**config.mk**
```make
export PLATFORM = sky130hd
export DESIGN_NAME = uart_rx_sticky
export DESIGN_NICKNAME = d
export VERILOG_FILES = /design/src/rtl/uart_rx_sticky.sv
export SDC_FILE = /design/constraint.sdc
export NUM_CORES = 1
export LEC_CHECK = 0
export BUFFER_PORTS_ARGS = -buffer_cell sky130_fd_sc_hd__buf_2
export CAP_MARGIN = 20
export CORE_MARGIN = 1.5
export CORE_UTILIZATION = 47
export CTS_BUF_LIST = sky130_fd_sc_hd__clkbuf_4
export DETAILED_ROUTE_END_ITERATION = 12
export MAX_ROUTING_LAYER = met4
export PLACE_DENSITY = 0.66
export SLEW_MARGIN = 20
export SYNTH_ARGS = -nofsm -noshare
export SYNTH_HDL_FRONTEND = slang
export SYNTH_SLANG_ARGS = --single-unit
```
**constraint.sdc**
```tcl
create_clock -name clk -period 2 [get_ports clk]
set_input_delay 0.1 -clock clk [delete_from_list [all_inputs] [get_ports clk]]
set_output_delay 0.1 -clock clk [all_outputs]
set_load 0.05 [all_outputs]
```
**src/rtl/uart_rx_sticky.sv**
```systemverilog
module uart_rx_sticky #(
  parameter int OSR = 16,
  parameter int AW  = 2
) (
  input  logic          clk,
  input  logic          rst_n,
  input  logic          os_tick,
  input  logic          rxd,
  input  logic          bus_sel,
  input  logic          bus_wr,
  input  logic [AW-1:0] bus_addr,
  input  logic [7:0]    bus_wdata,
  output logic [7:0]    bus_rdata
);
  localparam int CW = $clog2(OSR);
  localparam logic [CW-1:0] MID  = CW'(OSR/2 - 1);
  localparam logic [CW-1:0] LAST = CW'(OSR - 1);
  localparam logic [AW-1:0] A_CTRL = AW'(0);
  localparam logic [AW-1:0] A_STAT = AW'(1);
  localparam logic [AW-1:0] A_DATA = AW'(2);

  localparam logic [2:0] S_IDLE = 3'd0, S_START = 3'd1, S_DATA = 3'd2,
                         S_PAR = 3'd3, S_STOP1 = 3'd4, S_STOP2 = 3'd5,
                         S_WAITHI = 3'd6;

  logic rx_q1, rx_s;
  logic rx_en, len7, par_en, par_odd, stop2;
  logic [2:0] st;
  logic [CW-1:0] cnt;
  logic [2:0] bitn;
  logic [7:0] sr, rdr;
  logic par_bit;
  logic full, fer, per, fer_seen, per_seen;

  wire rd       = bus_sel && !bus_wr;
  wire wr       = bus_sel && bus_wr;
  wire wr_ctrl  = wr && bus_addr == A_CTRL;
  wire wr_stat  = wr && bus_addr == A_STAT;
  wire rd_stat  = rd && bus_addr == A_STAT;
  wire rd_data  = rd && bus_addr == A_DATA;
  wire err_any  = fer || per;
  wire tick     = rx_en && os_tick;
  wire at_last  = cnt == LAST;
  wire [2:0] last_bit = len7 ? 3'd6 : 3'd7;
  wire stop_smp = tick && st == S_STOP1 && at_last;
  wire [7:0] chr = len7 ? {1'b0, sr[7:1]} : sr;
  wire par_bad  = par_en && ((^chr ^ par_bit) != par_odd);
  wire fer_hit  = stop_smp && !rx_s;
  wire clr_fer  = wr_stat && !bus_wdata[1] && fer_seen;
  wire clr_per  = wr_stat && !bus_wdata[2] && per_seen;

  always_ff @(posedge clk or negedge rst_n)
    if (!rst_n) begin
      rx_q1 <= 1'b1;
      rx_s  <= 1'b1;
    end else begin
      rx_q1 <= rxd;
      rx_s  <= rx_q1;
    end

  always_ff @(posedge clk or negedge rst_n)
    if (!rst_n) begin
      {stop2, par_odd, par_en, len7, rx_en} <= '0;
    end else if (wr_ctrl) begin
      {stop2, par_odd, par_en, len7, rx_en} <= bus_wdata[4:0];
    end

  always_ff @(posedge clk or negedge rst_n)
    if (!rst_n) begin
      st      <= S_IDLE;
      cnt     <= '0;
      bitn    <= '0;
      sr      <= '0;
      par_bit <= 1'b0;
    end else if (!rx_en) begin
      st  <= S_IDLE;
      cnt <= '0;
    end else if (os_tick) begin
      case (st)
        S_IDLE:
          if (!err_any && !rx_s) begin
            st  <= S_START;
            cnt <= '0;
          end
        S_START:
          if (cnt == MID) begin
            cnt  <= '0;
            bitn <= '0;
            st   <= rx_s ? S_IDLE : S_DATA;
          end else cnt <= cnt + 1'b1;
        S_DATA:
          if (at_last) begin
            cnt  <= '0;
            sr   <= {rx_s, sr[7:1]};
            bitn <= bitn + 1'b1;
            if (bitn == last_bit) st <= par_en ? S_PAR : S_STOP1;
          end else cnt <= cnt + 1'b1;
        S_PAR:
          if (at_last) begin
            cnt     <= '0;
            par_bit <= rx_s;
            st      <= S_STOP1;
          end else cnt <= cnt + 1'b1;
        S_STOP1:
          if (at_last) begin
            cnt <= '0;
            if (!rx_s)      st <= S_WAITHI;
            else if (stop2) st <= S_STOP2;
            else            st <= S_IDLE;
          end else cnt <= cnt + 1'b1;
        S_STOP2:
          if (at_last) begin
            cnt <= '0;
            st  <= S_WAITHI;
          end else cnt <= cnt + 1'b1;
        S_WAITHI:
          if (rx_s) st <= S_IDLE;
        default: st <= S_IDLE;
      endcase
    end

  always_ff @(posedge clk or negedge rst_n)
    if (!rst_n) begin
      rdr      <= '0;
      full     <= 1'b0;
      fer      <= 1'b0;
      per      <= 1'b0;
      fer_seen <= 1'b0;
      per_seen <= 1'b0;
    end else begin
      if (stop_smp) rdr <= chr;

      if (stop_smp && !fer_hit && !par_bad) full <= 1'b1;
      else if (rd_data)                     full <= 1'b0;

      if (fer_hit)      fer <= 1'b1;
      else if (clr_fer) fer <= 1'b0;
      if (fer_hit || clr_fer)  fer_seen <= 1'b0;
      else if (rd_stat && fer) fer_seen <= 1'b1;

      if (stop_smp && par_bad) per <= 1'b1;
      else if (clr_per)        per <= 1'b0;
      if ((stop_smp && par_bad) || clr_per) per_seen <= 1'b0;
      else if (rd_stat && per)              per_seen <= 1'b1;
    end

  always_comb
    case (bus_addr)
      A_CTRL:  bus_rdata = {3'b000, stop2, par_odd, par_en, len7, rx_en};
      A_STAT:  bus_rdata = {5'b00000, per, fer, full};
      A_DATA:  bus_rdata = rdr;
      default: bus_rdata = '0;
    endcase
endmodule

```
==> results of run 1 <==
-- routing by layer --
layer  routed length [um]  track usage [%]
met4                   51             5.56
met3                  196             5.48
met5                    0                -
met2                 1950             29.4
met1                 2130             27.4
-- placed cells by master, fill, tap and decap left out, types with 4 or more instances in the layout --
master | synthesis | final
nor2_1 | 9 | 9
nand3_1 | 8 | 8
and2_1 | 4 | 4
nor2b_1 | 5 | 5
dfrtp_1 | 37 | 37
dlygate4sd3_1 | 0 | 6
xnor2_1 | 6 | 6
buf_4 | 0 | 9
o21ai_0 | 22 | 21
nand2b_1 | 5 | 5
mux2_2 | 13 | 13
nand4_1 | 4 | 4
clkbuf_4 | 0 | 5
mux2i_1 | 13 | 13
nand2_1 | 33 | 33
nand3b_1 | 4 | 4
buf_2 | 5 | 20
-- per-stage QoR --
step	total power, uW	util [%]
final	1710	56.9
after global routing	1810	56.9
after CTS	1730	56.8
after detailed placement	1200	53.7
after global placement	1200	53.7
after floorplan	1100	-
-- logic make-up (layout without fill, tap and decap cells) --
kind of cell	Yosys count	after routing	share of synthesized area [%]
adder cells (fa/ha/maj)	2	2	1.17
buffers and inverters	11	46	2.22
flip-flops	39	39	45.7
AO/OA/AOI/OAI	45	45	14.2
multiplexers	26	26	12.9
XOR/XNOR	11	11	5.49
AND/OR/NAND/NOR	78	78	18.3
-- power by group through the flow --
stage	Sequential, uW	Combinational [uW]	Clock (uW)
after floorplan	866	237	0
after global placement	899	300	0
after detailed placement	898	304	0
after CTS	883	314	531
after global routing	891	352	568
final	883	316	511
-- registers in the layout, indices dropped and copies added, names as in the netlist --
name	count
len7	1
st	3
bitn	3
par_en	1
rx_en	1
par_bit	1
per_seen	1
rx_q1	1
stop2	1
per	1
rdr	8
cnt	4
rx_s	1
par_odd	1
sr	8
fer_seen	1
full	1
fer	1
-- cell type report --
| class | instances | area share, % |
|---|---|---|
| multi-input combinational | 162 | 45.2 |
| sequential | 39 | 39.5 |
| timing repair buffer | 35 | 9.19 |
| tap | 52 | 2.62 |
| clock inverter | 3 | 1.56 |
| clock buffer | 5 | 1.51 |
| inverter | 3 | 0.454 |
-- how the worst min path moves through the flow --
stage | from | end | slack [ns] | cells past startpoint
finish | bus_wdata[1] | len7$_DFFE_PN0P_ | 0.03 | 2
global placement | rxd | rx_q1$_DFF_PN1_ | 0.21 | 1
CTS | bus_wdata[1] | len7$_DFFE_PN0P_ | 0.007 | 2
floorplan | rst_n | bitn[0]$_DFFE_PN0P_ | -0.20 | 0
detailed placement | rxd | rx_q1$_DFF_PN1_ | 0.21 | 1
global route | bus_wdata[1] | len7$_DFFE_PN0P_ | 0.004 | 2
-- worst register-to-register path, delay by kind of cell, from the launching register on --
family	cells	cell delay [ns]
AOI/OAI and AO/OA	4	0.98
adders and majority gates	1	0.25
and+or+nand+nor	1	0.14
DFF	1	0.40
-- repair_timing --
item	in CTS	in global routing
hold endpoints to repair	42	0
hold buffers	6	0
endpoints found under the setup margin	0	6
resized for setup	0	1
==> flow_summary.json, run 1 <==
{
  "cp-startpoint": "cnt[0]$_DFFE_PN0P_",
  "status": "complete, no violations",
  "tightest_slew_ns": 0.838,
  "reg2regPathDepth": 6,
  "start_util_pct": 49.2,
  "multi_input_area_mm2": 0.00112,
  "place_inst": 285,
  "final_hold_viol_count": 0,
  "postRouteAntennaNets": 0,
  "drt_pass1_iterations": 4,
  "final_cell_area_mm2": 0.00248,
  "seqCellArea_um2": 978,
  "cp_slowest_cell": "dfrtp_1",
  "die-area_mm2": 0.00497,
  "crit_type": "register to register",
  "synthDistinctLibCells": 43,
  "htree_levels": 2,
  "dpl_cell_area_mm2": 0.00234,
  "fin_ws_ns": 0.111,
  "grt_start_max_net_pins": 40,
  "crit_path_end": "st[2]$_DFFE_PN0P_",
  "crit_chain": "ha_1 > nand3b_1 > a211oi_1 > a211oi_2 > o311a_1 > a31o_1",
  "totalWireLength_um": 4330,
  "fin_crit_sh_pct": 94.5,
  "arrival_ns": 2.13,
  "ios": 24,
  "wl_per_cell_um": 14.5,
  "cts_buffers": 5,
  "diodes": 0,
  "synth_top_flop_cell": "dfrtp_1",
  "postSynthAreaPerCell_um2": 10.1,
  "critical_path.max_fanout": 5,
  "area_growth_pct": 15.8,
  "finalNonFillerCells": 299,
  "powerDensity_mw_per_mm2": 690,
  "cts_root_buf": "clkbuf_4",
  "ir_worst_vdd_mv": 0.376,
  "clock_latency_ns": 0.34,
  "grt_antenna_before_repair": 0,
  "rows": 24,
  "drc_errors": 0,
  "crit_family": "compound AO/OA/AOI/OAI gates",
  "drv_slew": 0,
  "finalSetupViolCount": 0,
  "rsz0062_at_grt": "no",
  "grt_first_pass_wirelength_um": 7650,
  "fin_skew_ns": 0.00971,
  "ys_seq_area_share_pct": 45.7,
  "endpoint_kind": "register",
  "portBuffers": 20,
  "async_flop_share_pct": 100,
  "fin_setup_tns_ns": 0,
  "cp.depth": 6,
  "pwr-share-clk_pct": 29.9,
  "grt_overflow_total": 0,
  "yosysTopAreaCell": "dfrtp_1",
  "synth_most_common_cell": "dfrtp_1",
  "fill_cells": 406,
  "cts.sinks": 39,
  "yosysWarnings": 0,
  "dieHeight_um": 70.5,
  "hpwl_um": 3160,
  "period_needed_ns": 1.89,
  "timing.hold.ws_ns": 0.0270,
  "syn_inst": 212,
  "vias": 1678,
  "slew_headroom_pct": 44.1,
  "nets": 264,
  "required_ns": 2.24,
  "core_area_mm2": 0.00435,
  "yosys-top-cells-count": "37 x dfrtp_1, 33 x nand2_1, 22 x o21ai_0",
  "synth_area_leaders": "dfrtp_1 43%, mux2_2 6.8%, mux2i_1 6.1%",
  "hp-class": "input pin to register",
  "cts_buffer_depth": 2,
  "reg2reg_slack_ns": 0.11,
  "p_leak_uw": 0.00117,
  "drv_cap": 0,
  "drtIter0Drc": 123,
  "r2r_start": "cnt[0]$_DFFE_PN0P_",
  "pre_cts_ws_ns": 0.106,
  "tritoncts": "done",
  "die_w_um": 70.5,
  "switchingPower_uw": 482,
  "intPower_uw": 1230,
  "syn-cell-area_mm2": 0.00214,
  "ys_seq_elements": 39,
  "slowest_delay_ns": 0.40,
  "grt_use_total_pct": 20.0,
  "synth-edff-count": 0,
  "pwr-share-comb_pct": 18.5,
  "synthesis.nets": 230,
  "cp_num_buf_inv": 0,
  "grt_pass1_vias": 1634,
  "drive_gt1_share_pct": 22.7,
  "p_seq_share_pct": 51.6,
  "gp_congestion": 0.773,
  "p_sw_share_pct": 28.2,
  "path_clk_slew_ns": 0.12,
  "max_freq_ghz": 0.529,
  "cts_setup_buffers": 0,
  "cp-start-kind": "register",
  "yosysTopAreaCellShare_pct": 43.2,
  "vias_per_cell": 5.61,
  "r2r_end": "st[2]$_DFFE_PN0P_"
}
Note: power is estimated with default switching activity, not from simulation.
==> run 2: changes to the inputs <==
CORE_UTILIZATION = 60   (was 47)
PLACE_DENSITY = 0.81   (was 0.66)
==> flow_summary.json, run 2 (same netlist as run 1, synthesis figures left out) <==
{
  "status": "complete, no violations",
  "r2r_end": "cnt[0]$_DFFE_PN0P_",
  "gp_congestion": 0.795,
  "final_hold_viol_count": 0,
  "totalWireLength_um": 4030,
  "tightest_slew_ns": 0.850,
  "grt_use_total_pct": 23.8,
  "fin_setup_tns_ns": 0,
  "grt_start_max_net_pins": 40,
  "crit_type": "register to register",
  "cts_buffer_depth": 2,
  "grt_pass1_vias": 1582,
  "powerDensity_mw_per_mm2": 648,
  "fin_skew_ns": 0.00683,
  "hold_path_end": "par_en$_DFFE_PN0P_",
  "arrival_ns": 2.05,
  "cts_resized": 0,
  "core_area_mm2": 0.00339,
  "p_seq_share_pct": 56.1,
  "reg2regPathDepth": 5,
  "dieHeight_um": 62.7,
  "rsz0062_at_grt": "no",
  "nets": 263,
  "p_leak_uw": 0.00115,
  "tritoncts": "done",
  "intPower_uw": 1110,
  "drt_pass1_iterations": 4,
  "pwr-share-comb_pct": 19.6,
  "cp-startpoint": "st[2]$_DFFE_PN0P_",
  "min-delay-start": "bus_wdata[2]",
  "final_cell_mix": "37 x dfrtp_1, 33 x nand2_1, 21 x o21ai_0",
  "cts.sinks": 39,
  "drive_gt1_share_pct": 21.5,
  "endpoint_kind": "register",
  "vias_per_cell": 5.71,
  "pwr-share-clk_pct": 24.2,
  "wl_per_cell_um": 13.8,
  "cts_buffers": 5,
  "p_sw_share_pct": 29.6,
  "cts_root_buf": "clkbuf_4",
  "finalSetupViolCount": 0,
  "rows": 21,
  "period_needed_ns": 1.82,
  "reg2reg_slack_ns": 0.18,
  "fin_crit_sh_pct": 90.9,
  "postRouteAntennaNets": 0,
  "drc_errors": 0,
  "hpwl_um": 2940,
  "reg_top3": "rdr (8), sr (8), cnt (4)",
  "min_path_cells": 2,
  "portBuffers": 20,
  "die-area_mm2": 0.00394,
  "clock_latency_ns": 0.34,
  "drv_slew": 0,
  "grt_overflow_total": 0,
  "diodes": 0,
  "die_w_um": 62.7,
  "htree_levels": 2,
  "hp-class": "input pin to register",
  "grt_first_pass_wirelength_um": 7180,
  "mostFrequentLayoutCell": "dfrtp_1",
  "max_freq_ghz": 0.550,
  "start_util_pct": 63.2,
  "cp-start-kind": "register",
  "critical_path.max_fanout": 11,
  "fill_cells": 256,
  "r2r_start": "st[2]$_DFFE_PN0P_",
  "final_util_pct": 71.8,
  "drv_cap": 0,
  "path_clk_slew_ns": 0.11,
  "area_growth_pct": 13.7,
  "ios": 24,
  "drtIter0Drc": 114,
  "grt_antenna_before_repair": 0,
  "required_ns": 2.23,
  "switchingPower_uw": 467,
  "vias": 1666,
  "ir_worst_vdd_mv": 0.457,
  "slew_headroom_pct": 43.3
}
run 2: cell count changes in the layout (fill, tap and decap cells not counted):
cell       before  now
a211oi_1        1    2
clkinv_1        1    2
clkbuf_4        5    6
bufinv_16       1    0
clkinv_2        1    0
buf_4           9    8
a211oi_2        1    0
run 2: per-layer routing:
metal	wire [um]	share of wire, %	GRT usage, %
met2	1830	45	37.0
met3	202	5.0	5.23
met4	35	0.87	6.67
met5	0	0	-
met1	1960	49	31.7
run 2: layout make-up:
type / instances / area, um^2 / share of cell area [%]
Inverter: 3 / 11.3 / 0.462
Multi-Input combinational cell: 162 / 1110 / 45.8
Tap cell: 46 / 57.6 / 2.36
Sequential cell: 39 / 978 / 40.2
Clock inverter: 2 / 7.51 / 0.308
Clock buffer: 6 / 45.0 / 1.85
Timing Repair Buffer: 34 / 220 / 9.04
run 2: worst max path at each step:
stage / endpoint / slack, ns / cells past startpoint
floorplan: bus_rdata[0] / 0.26 / 3
global placement: st[2]$_DFFE_PN0P_ / 0.22 / 7
detailed placement: st[2]$_DFFE_PN0P_ / 0.19 / 7
CTS: st[2]$_DFFE_PN0P_ / 0.18 / 7
global route: cnt[0]$_DFFE_PN0P_ / 0.02 / 5
finish: cnt[0]$_DFFE_PN0P_ / 0.18 / 5
run 2: critical path, stage by stage (launching register included):
cell      delay (ns)
dfrtp_1         0.52
inv_1           0.24
o311ai_2        0.18
a31oi_2         0.36
nor2b_1         0.14
mux2_2          0.28
run 2: power by group through the flow:
stage	clock network, uW	registers [uW]	logic, uW
6_report	382	885	310
5_1_grt	432	893	339
4_1_cts	394	885	310
3_5_place_dp	0	899	302
3_3_place_gp	0	899	295
2_1_floorplan	0	866	237
run 2: per-stage QoR:
stage               hold WS, ns  cells  setup WS (ns)  cell area (um^2)  total power [uW]
floorplan                -0.196    212          0.260              2140              1100
global placement          0.205    278          0.220              2320              1190
detailed placement        0.206    278          0.190              2320              1200
CTS                      0.0104    291          0.181              2420              1590
global route            0.00800    292         0.0209              2430              1660
finish                   0.0304    292          0.183              2430              1580
run 2: repair_timing:
action,4_1_cts,5_1_grt
hold endpoints to repair,41,1
endpoints found under the setup margin,0,0
hold buffers,5,1
buffers inserted,0,0
==> run 3: changes to the inputs <==
BUFFER_PORTS_ARGS = -buffer_cell sky130_fd_sc_hd__clkbuf_2   (was -buffer_cell sky130_fd_sc_hd__buf_2)
RECOVER_POWER = 100   (was unset)
==> flow_summary.json, run 3 (same netlist as run 1, synthesis figures left out) <==
{
  "die-area_mm2": 0.00394,
  "mostFrequentLayoutCell": "dfrtp_1",
  "tritoncts": "done",
  "vias_per_cell": 5.72,
  "endpoint_kind": "register",
  "core_area_mm2": 0.00339,
  "gp_congestion": 0.793,
  "rsz0062_at_grt": "no",
  "fin_crit_sh_pct": 92.9,
  "p_leak_uw": 0.00111,
  "rows": 21,
  "timing.hold.ws_ns": 0.0136,
  "grt_start_max_net_pins": 22,
  "powerDensity_mw_per_mm2": 651,
  "drc_errors": 0,
  "critical_path.max_fanout": 9,
  "wl_per_cell_um": 14.1,
  "postRouteAntennaNets": 0,
  "nets": 264,
  "final_cell_mix": "37 x dfrtp_1, 33 x nand2_1, 21 x o21ai_0",
  "slew_headroom_pct": 36.0,
  "vias": 1664,
  "reg_top3": "rdr (8), sr (8), cnt (4)",
  "cp-start-kind": "register",
  "place_inst": 280,
  "ir_worst_vdd_mv": 0.445,
  "hpwl_um": 3060,
  "fin_ws_ns": 0.143,
  "final_hold_viol_count": 0,
  "cts_setup_buffers": 0,
  "path_clk_slew_ns": 0.10,
  "crit_type": "register to register",
  "dpl_cell_area_mm2": 0.00234,
  "fin_setup_tns_ns": 0,
  "drtIter0Drc": 135,
  "max_freq_ghz": 0.538,
  "final_cell_area_mm2": 0.00240,
  "pre_cts_ws_ns": 0.163,
  "ios": 24,
  "drv_cap": 0,
  "diodes": 0,
  "grt_antenna_before_repair": 0,
  "cts.sinks": 39,
  "dieHeight_um": 62.7,
  "drv_slew": 0,
  "die_w_um": 62.7,
  "arrival_ns": 2.09,
  "grt_use_total_pct": 24.5,
  "clock_latency_ns": 0.34,
  "start_util_pct": 63.2,
  "fin_skew_ns": 0.0119,
  "tightest_slew_ns": 0.961,
  "finalSetupViolCount": 0,
  "grt_overflow_total": 0,
  "htree_levels": 2,
  "portBuffers": 20,
  "drt_pass1_iterations": 4,
  "drive_gt1_share_pct": 17.6,
  "required_ns": 2.24,
  "totalWireLength_um": 4110,
  "grt_first_pass_wirelength_um": 7380,
  "cts_root_buf": "clkbuf_4",
  "status": "complete, no violations",
  "area_growth_pct": 12.3,
  "cts_buffers": 5,
  "hp-class": "input pin to register",
  "grt_pass1_vias": 1613,
  "period_needed_ns": 1.86,
  "cts_buffer_depth": 2,
  "finalNonFillerCells": 291
}
==> run 3: cell types whose count changed in the layout (fill, tap and decap cells not counted), sizes merged <==
cell and delta:
dlygate4sd3 -1, clkbuf +24, clkinv -2, buf -22
==> run 3: routing by layer <==
layer / vias up / part of all wire, % / track usage (%)
met4: 0 / 1.3 / 7.50
met3: 6 / 3.5 / 4.86
met2: 32 / 48 / 38.7
li1: 829 / - / -
met5: - / 0 / -
met1: 797 / 47 / 32.3
==> run 3: final cells by class <==
class / instances / area, um^2
sequential: 39 / 978
multi-input combinational: 162 / 1110
tap: 46 / 57.6
timing repair buffer: 35 / 200
inverter: 3 / 11.3
fill: 270 / 985
clock buffer: 6 / 45.0
==> run 3: stage by stage <==
step	utilization (%)	power, uW
detailed placement	69.0	1210
global route	70.9	1650
CTS	71.8	1580
floorplan	-	1100
finish	70.9	1560
global placement	69.0	1200
==> run 3: where the power goes <==
| part | switching (uW) | internal (uW) |
|---|---|---|
| clock network | 226 | 139 |
| logic | 163 | 147 |
| registers | 68.2 | 822 |
| total | 457 | 1110 |
==> run 3: timing repair <==
action,in CTS,in global routing
resized for setup,0,1
hold endpoints to repair,22,0
setup endpoints to repair,0,1
hold buffers,5,0
==> run 3: worst max-delay path: stages (launching register included) <==
cell      delay, ns
dfrtp_1        0.51
nor2_1         0.26
o311ai_1       0.20
a31oi_2        0.38
nor2b_1        0.13
mux2_2         0.27
==> run 3: path summary, 6_finish.rpt <==
| check | from | end | slack, ns | depth (start not counted) |
|---|---|---|---|---|
| setup / recovery | st[0]$_DFFE_PN0P_ | cnt[0]$_DFFE_PN0P_ | 0.14 | 5 |
| hold / removal | bus_wdata[1] | len7$_DFFE_PN0P_ | 0.01 | 2 |
| setup reg to reg | st[0]$_DFFE_PN0P_ | cnt[0]$_DFFE_PN0P_ | 0.14 | 5 |
| hold reg to reg | rx_q1$_DFF_PN1_ | rx_s$_DFF_PN1_ | 0.36 | 0 |
| max in group asynchronous | rst_n | rx_s$_DFF_PN1_ | 0.53 | 3 |
| min in group asynchronous | rst_n | per$_DFFE_PN0P_ | 0.42 | 2 |
